**config.mk**
```make
export PLATFORM = sky130hd
export DESIGN_NAME = altm_bus_seize
export DESIGN_NICKNAME = d
export VERILOG_FILES = /design/src/rtl/altm_pkg.sv /design/src/rtl/altm_sync.sv /design/src/rtl/altm_boot_delay.sv /design/src/rtl/altm_seize_fsm.sv /design/src/rtl/altm_bus_seize.sv
export SDC_FILE = /design/constraint.sdc
export NUM_CORES = 1
export LEC_CHECK = 0
export ABC_CLOCK_PERIOD_IN_PS = 1400
export BUFFER_PORTS_ARGS = -buffer_cell sky130_fd_sc_hd__buf_4
export CORE_MARGIN = 2
export CORE_UTILIZATION = 31
export DETAILED_ROUTE_END_ITERATION = 10
export HOLD_SLACK_MARGIN = 0.05
export PLACE_DENSITY = 0.55
export SYNTH_ARGS = -nofsm -noshare
export SYNTH_HDL_FRONTEND = slang
export SYNTH_SLANG_ARGS = --single-unit
```
**constraint.sdc**
```tcl
create_clock -name clk_i -period 1.4 [get_ports clk_i]
set_input_delay 0.42 -clock clk_i [delete_from_list [all_inputs] [get_ports clk_i]]
set_output_delay 0.42 -clock clk_i [all_outputs]
set_load 0.02 [all_outputs]
```
**src/rtl/altm_pkg.sv**
```systemverilog
package altm_pkg;

    typedef enum logic [1:0] {
        ST_IDLE = 2'd0,
        ST_ASK  = 2'd1,
        ST_HOLD = 2'd2,
        ST_DROP = 2'd3
    } seize_st_e;

endpackage

```
**src/rtl/altm_sync.sv**
```systemverilog
module altm_sync #(
    parameter int   W       = 2,
    parameter int   STAGES  = 2,
    parameter logic RST_VAL = 1'b1
) (
    input  logic         clk_i,
    input  logic         rst_n_i,
    input  logic [W-1:0] d_i,
    output logic [W-1:0] q_o
);

    logic [W-1:0] stg_q [STAGES];

    for (genvar s = 0; s < STAGES; s++) begin : g_stage
        logic [W-1:0] stg_d;
        if (s == 0) begin : g_first
            always_comb stg_d = d_i;
        end else begin : g_next
            always_comb stg_d = stg_q[s-1];
        end
        always_ff @(posedge clk_i or negedge rst_n_i) begin
            if (!rst_n_i) stg_q[s] <= {W{RST_VAL}};
            else          stg_q[s] <= stg_d;
        end
    end

    assign q_o = stg_q[STAGES-1];

endmodule

```
**src/rtl/altm_boot_delay.sv**
```systemverilog
module altm_boot_delay #(
    parameter int CLKS = 8
) (
    input  logic clk_i,
    input  logic rst_n_i,
    output logic ready_o
);

    localparam int CW = $clog2(CLKS + 2);

    typedef struct packed {
        logic [CW-1:0] cnt;
        logic          ready;
    } boot_t;

    boot_t d, q;

    always_comb begin
        d = q;
        if (!q.ready) begin
            d.cnt = q.cnt + CW'(1);
            if (q.cnt == CW'(CLKS - 1)) d.ready = 1'b1;
        end
    end

    always_ff @(posedge clk_i or negedge rst_n_i) begin
        if (!rst_n_i) q <= '0;
        else          q <= d;
    end

    assign ready_o = q.ready;

    AST_READY_AFTER_COUNT: assert property (@(posedge clk_i) disable iff (!rst_n_i)
        $rose(q.ready) |-> (q.cnt == CW'(CLKS)));

endmodule

```
**src/rtl/altm_seize_fsm.sv**
```systemverilog
module altm_seize_fsm
    import altm_pkg::*;
#(
    parameter int WAIT_CLKS = 2,
    parameter bit USE_GRANT = 1'b1
) (
    input  logic clk_i,
    input  logic rst_n_i,
    input  logic ready_i,
    input  logic want_i,
    input  logic as_idle_i,
    input  logic bg_low_i,
    output logic br_n_o,
    output logic drv_en_o,
    output logic owned_o
);

    localparam int WW = $clog2(WAIT_CLKS + 2);

    typedef struct packed {
        seize_st_e     st;
        logic [WW-1:0] wcnt;
        logic          br_n;
        logic          drv_en;
        logic          owned;
    } seize_t;

    seize_t d, q;
    logic   grant_hit;
    logic   wait_done;

    if (USE_GRANT) begin : g_grant
        assign grant_hit = bg_low_i;
    end else begin : g_nogrant
        assign grant_hit = 1'b0;
    end

    assign wait_done = (q.wcnt == WW'(WAIT_CLKS));

    always_comb begin
        d = q;
        case (q.st)
            ST_IDLE: begin
                d.wcnt = '0;
                if (ready_i && want_i) begin
                    d.st   = ST_ASK;
                    d.br_n = 1'b0;
                end
            end
            ST_ASK: begin
                if (!want_i) begin
                    d.st   = ST_IDLE;
                    d.br_n = 1'b1;
                end else begin
                    if (!wait_done) d.wcnt = q.wcnt + WW'(1);
                    if ((wait_done || grant_hit) && as_idle_i) begin
                        d.st     = ST_HOLD;
                        d.drv_en = 1'b1;
                    end
                end
            end
            ST_HOLD: begin
                if (!want_i) begin
                    d.st     = ST_DROP;
                    d.drv_en = 1'b0;
                    d.owned  = 1'b0;
                end else begin
                    d.owned = 1'b1;
                end
            end
            default: begin
                d.st   = ST_IDLE;
                d.br_n = 1'b1;
            end
        endcase
    end

    always_ff @(posedge clk_i or negedge rst_n_i) begin
        if (!rst_n_i) begin
            q        <= '0;
            q.st     <= ST_IDLE;
            q.br_n   <= 1'b1;
        end else begin
            q <= d;
        end
    end

    assign br_n_o   = q.br_n;
    assign drv_en_o = q.drv_en;
    assign owned_o  = q.owned;

    AST_NO_EARLY_TAKE: assert property (@(posedge clk_i) disable iff (!rst_n_i)
        $rose(q.drv_en) |-> $past(wait_done || grant_hit));

    AST_ABORT_DROPS_REQ: assert property (@(posedge clk_i) disable iff (!rst_n_i)
        (q.st == ST_ASK && !want_i) |=> (q.br_n && !q.drv_en));

    AST_STAGED_RELEASE: assert property (@(posedge clk_i) disable iff (!rst_n_i)
        (q.drv_en && !want_i) |=> (!q.drv_en && !q.owned && !q.br_n) ##1 q.br_n);

endmodule

```
**src/rtl/altm_bus_seize.sv**
```systemverilog
module altm_bus_seize #(
    parameter int SYNC_STAGES = 2,
    parameter int BOOT_CLKS   = 8,
    parameter int WAIT_CLKS   = 2,
    parameter bit USE_GRANT   = 1'b1
) (
    input  logic clk_i,
    input  logic rst_n_i,
    input  logic want_i,
    input  logic as_n_i,
    input  logic bg_n_i,
    output logic br_n_o,
    output logic drv_en_o,
    output logic owned_o,
    output logic ctl_idle_o
);

    logic [1:0] bus_s;
    logic       ready;
    logic       as_idle;
    logic       bg_low;

    altm_sync #(
        .W       (2),
        .STAGES  (SYNC_STAGES),
        .RST_VAL (1'b1)
    ) sync_i (
        .clk_i   (clk_i),
        .rst_n_i (rst_n_i),
        .d_i     ({as_n_i, bg_n_i}),
        .q_o     (bus_s)
    );

    assign as_idle = bus_s[1];
    assign bg_low  = !bus_s[0];

    altm_boot_delay #(
        .CLKS (BOOT_CLKS)
    ) boot_i (
        .clk_i   (clk_i),
        .rst_n_i (rst_n_i),
        .ready_o (ready)
    );

    altm_seize_fsm #(
        .WAIT_CLKS (WAIT_CLKS),
        .USE_GRANT (USE_GRANT)
    ) fsm_i (
        .clk_i     (clk_i),
        .rst_n_i   (rst_n_i),
        .ready_i   (ready),
        .want_i    (want_i),
        .as_idle_i (as_idle),
        .bg_low_i  (bg_low),
        .br_n_o    (br_n_o),
        .drv_en_o  (drv_en_o),
        .owned_o   (owned_o)
    );

    assign ctl_idle_o = !drv_en_o;

    AST_QUIET_UNTIL_READY: assert property (@(posedge clk_i) disable iff (!rst_n_i)
        !ready |-> (br_n_o && !drv_en_o));

    AST_TAKE_ON_IDLE_STROBE: assert property (@(posedge clk_i) disable iff (!rst_n_i)
        $rose(drv_en_o) |-> $past(as_idle));

    AST_HOLD_KEEPS_REQ: assert property (@(posedge clk_i) disable iff (!rst_n_i)
        drv_en_o |-> !br_n_o);

    AST_OWNED_AFTER_DRV: assert property (@(posedge clk_i) disable iff (!rst_n_i)
        $rose(owned_o) |-> $past(drv_en_o));

    AST_REQ_DROP_AFTER_DRV: assert property (@(posedge clk_i) disable iff (!rst_n_i)
        $rose(br_n_o) |-> (!drv_en_o && $past(!drv_en_o)));

endmodule

```
==> impl_metrics.env <==
export IMPL_fin_cells=94
export IMPL_worstSkewPairLatency_ns=0.28
export IMPL_grt_pass1_vias=482
export IMPL_area_delta_synth_final_pct=21.97
export IMPL_placementRows=16
export IMPL_fin_crit_ns=1.357
export IMPL_ys_seq_area_share_pct=60.52
export IMPL_dieArea_um2=2556
export IMPL_layout_commonest_cell="dfrtp_1"
export IMPL_nets=75
export IMPL_power_mw=1.415
export IMPL_vias=436
export IMPL_ir_worst_vdd_v=0.0006934
export IMPL_cts_buffers=3
export IMPL_synthDistinctLibCells=22
export IMPL_ff2ff_setup_slack_ns=0.12
export IMPL_clockBufferDepth=2
export IMPL_dpl_hpwl_um=743.3
export IMPL_final_cell_mix="dfrtp_1 (11), buf_4 (9), inv_1 (5), nand2_1 (5), dfstp_2 (5)"
export IMPL_finalSetupViolCount=0
export IMPL_critical_path_class="reg -> out"
export IMPL_clkSinkCount=16
export IMPL_hold_path_startpoint="as_n_i"
export IMPL_skew_ns=0.001439
export IMPL_ys_seq_elements=16
export IMPL_routed_top_layer="met4"
export IMPL_hold_path_class="in -> reg"
export IMPL_initial_core_util_pct=33.56
export IMPL_ant_nets=0
export IMPL_cp_required_ns=0.98
export IMPL_rr_startpoint="fsm_i.q[3]$_DFFE_PN0P_"
export IMPL_p_leak_nw=0.3818
export IMPL_cpLargestDelayFamily="flip-flops"
export IMPL_synth_nets=60
export IMPL_max_cap_viol_count=0
export IMPL_wl_met3_um=59
export IMPL_core_um2=2002
export IMPL_finalWorstSetupSlack_ns=0.04258
export IMPL_grt_pass1_wl_um=2125
export IMPL_rsz0062_at_grt="no"
export IMPL_whs_ns=0.2352
export IMPL_routabilityCongestion=0.7296
export IMPL_critPathMaxFanout=2
export IMPL_grt_util_all_layers_pct=11.29
export IMPL_startpoint_type="flop"
export IMPL_die_w_um=50.56
export IMPL_holdPathStages=1
export IMPL_grt_ovfl_total=0
export IMPL_drc=0
export IMPL_min_period_over_period_pct=96.96
export IMPL_diodes=0
export IMPL_setup_tns_final_ns=0
export IMPL_cts_max_level=1
export IMPL_power_density_nw_per_um2=1727
export IMPL_antenna_found_initial=0
export IMPL_status="finished clean"
export IMPL_pre_cts_ws_ns=0.1355
export IMPL_r2r_end="fsm_i.q[3]$_DFFE_PN0P_"
export IMPL_cts_clk_slew_worst_paths_ns=0.09
export IMPL_portBuffers=8
export IMPL_routed_wl_met2_um=495
export IMPL_tightest_slew_ns=0.2705
export IMPL_cp_depth=1
export IMPL_end_kind="output pin"
export IMPL_io_pins=9
export IMPL_vias_per_cell=4.638
export IMPL_cp_num_buf_inv=1
export IMPL_m1WireLength_um=527
export IMPL_slew_viol_final=0
export IMPL_slowest_delay_ns=0.55
export IMPL_slew_headroom_pct=81.97
export IMPL_hold_viol_final=0
export IMPL_final_util_pct=40.94
export IMPL_dp_cells=87
export IMPL_syn_avg_cell_area_um2=12.68
export IMPL_whs_endpoint="sync_i.g_stage[1].stg_d[1]$_DFF_PN1_"
export IMPL_arrival_ns=0.94
export IMPL_slowest_stage="dfstp_2"
export IMPL_yosys_warnings=0
export IMPL_grt_max_degree=17
export IMPL_routed_wl_um=1092
export IMPL_fmax_ghz=0.7367
export IMPL_dpl_cell_area_um2=754.5
export IMPL_syn_cell_area_um2=671.9
export IMPL_dr_pass1_iters=3
export IMPL_drive_gt1_share_pct=34.33
export IMPL_postSynthCellCount=53
export IMPL_ff2ff_path_depth=5
export IMPL_routedWlPerCell_um=11.62
export IMPL_final_area_um2=819.5
export IMPL_die_y_um=50.56
export IMPL_cts_root_buffer="clkbuf_4"
export IMPL_cts_tree="yes"
export IMPL_path_cells="buf_6"
export IMPL_drt_iter0_drc=3
[registers in the layout, indices dropped and copies added, names as in the netlist]
signal and count:
fsm_i.br_n_o 1, fsm_i.q 4, sync_i.q_o 2, sync_i.g_stage.stg_d 2, fsm_i.drv_en_o 1, boot_i.ready_o 1
boot_i.q 4, fsm_i.owned_o 1
[cell type report]
cell class	instances	area (µm²)
Sequential cell	16	406.6
Clock buffer	4	36.28
Fill cell	201	1182
Inverter	5	18.77
Tap cell	27	33.78
Timing Repair Buffer	11	88.84
Multi-Input combinational cell	31	235.2
[synth_stat cells]
master     instances  area share [%]
dfrtp_1           11              41
dfstp_2            5              20
inv_1              5             2.8
nand2_1            5             2.8
a21oi_1            3             2.2
nand3b_1           3             3.4
xnor2_1            3             3.9
ha_1               2             3.7
nand2b_1           2             1.9
o21ai_0            2             1.5
a31o_1             1             1.3
a31o_2             1             1.3
and2b_1            1             1.1
buf_6              1             1.7
mux2_2             1             1.7
mux2_4             1             2.2
nand2b_4           1             2.0
nand4b_1           1             1.3
nor2b_1            1            0.93
o2111ai_1          1             1.3
o211ai_1           1             1.1
o221ai_1           1             1.3
[per-layer routing]
layer | global-route usage (%) | vias to the layer above
met2 | 16.67 | 9
met3 | 3.869 | 2
li1 | - | 211
met1 | 14.81 | 214
met4 | 5.405 | 0
met5 | 0 | -
[cells by family (layout without fill, tap and decap cells)]
family          count (synthesis)  after routing  synth area share, %
flops                          16             16                60.52
compound gates                 10             10                10.06
fa+ha+maj                       2              2                3.724
mux                             2              2                3.910
buf+inv                         6             20                4.469
simple gates                   14             14                13.41
xor+xnor                        3              3                3.911
[worst max path at each step]
stage	from	end	slack (ns)
2_1_floorplan	fsm_i.q[3]$_DFFE_PN0P_	fsm_i.q[3]$_DFFE_PN0P_	0.26
3_3_place_gp	fsm_i.q[3]$_DFFE_PN0P_	fsm_i.q[3]$_DFFE_PN0P_	0.21
3_5_place_dp	fsm_i.q[3]$_DFFE_PN0P_	fsm_i.q[3]$_DFFE_PN0P_	0.14
4_1_cts	fsm_i.br_n_o$_DFFE_PN1P_	br_n_o	0.01
5_1_grt	fsm_i.br_n_o$_DFFE_PN1P_	br_n_o	0.008
6_report	fsm_i.br_n_o$_DFFE_PN1P_	br_n_o	0.04
[power breakdown]
part | internal, mW | switching [mW]
Clock | 0.158 | 0.142
Combinational | 0.242 | 0.203
Sequential | 0.568 | 0.102
Total | 0.969 | 0.446
[timing repair]
| action | 4_1_cts | 5_1_grt |
|---|---|---|
| buffers inserted | 1 | 1 |
| endpoints found under the hold margin | 11 | 0 |
| hold buffers | 1 | 0 |
| setup endpoints to repair | 1 | 1 |
| resized for setup | 0 | 1 |
(Power assumes the default switching activity.)
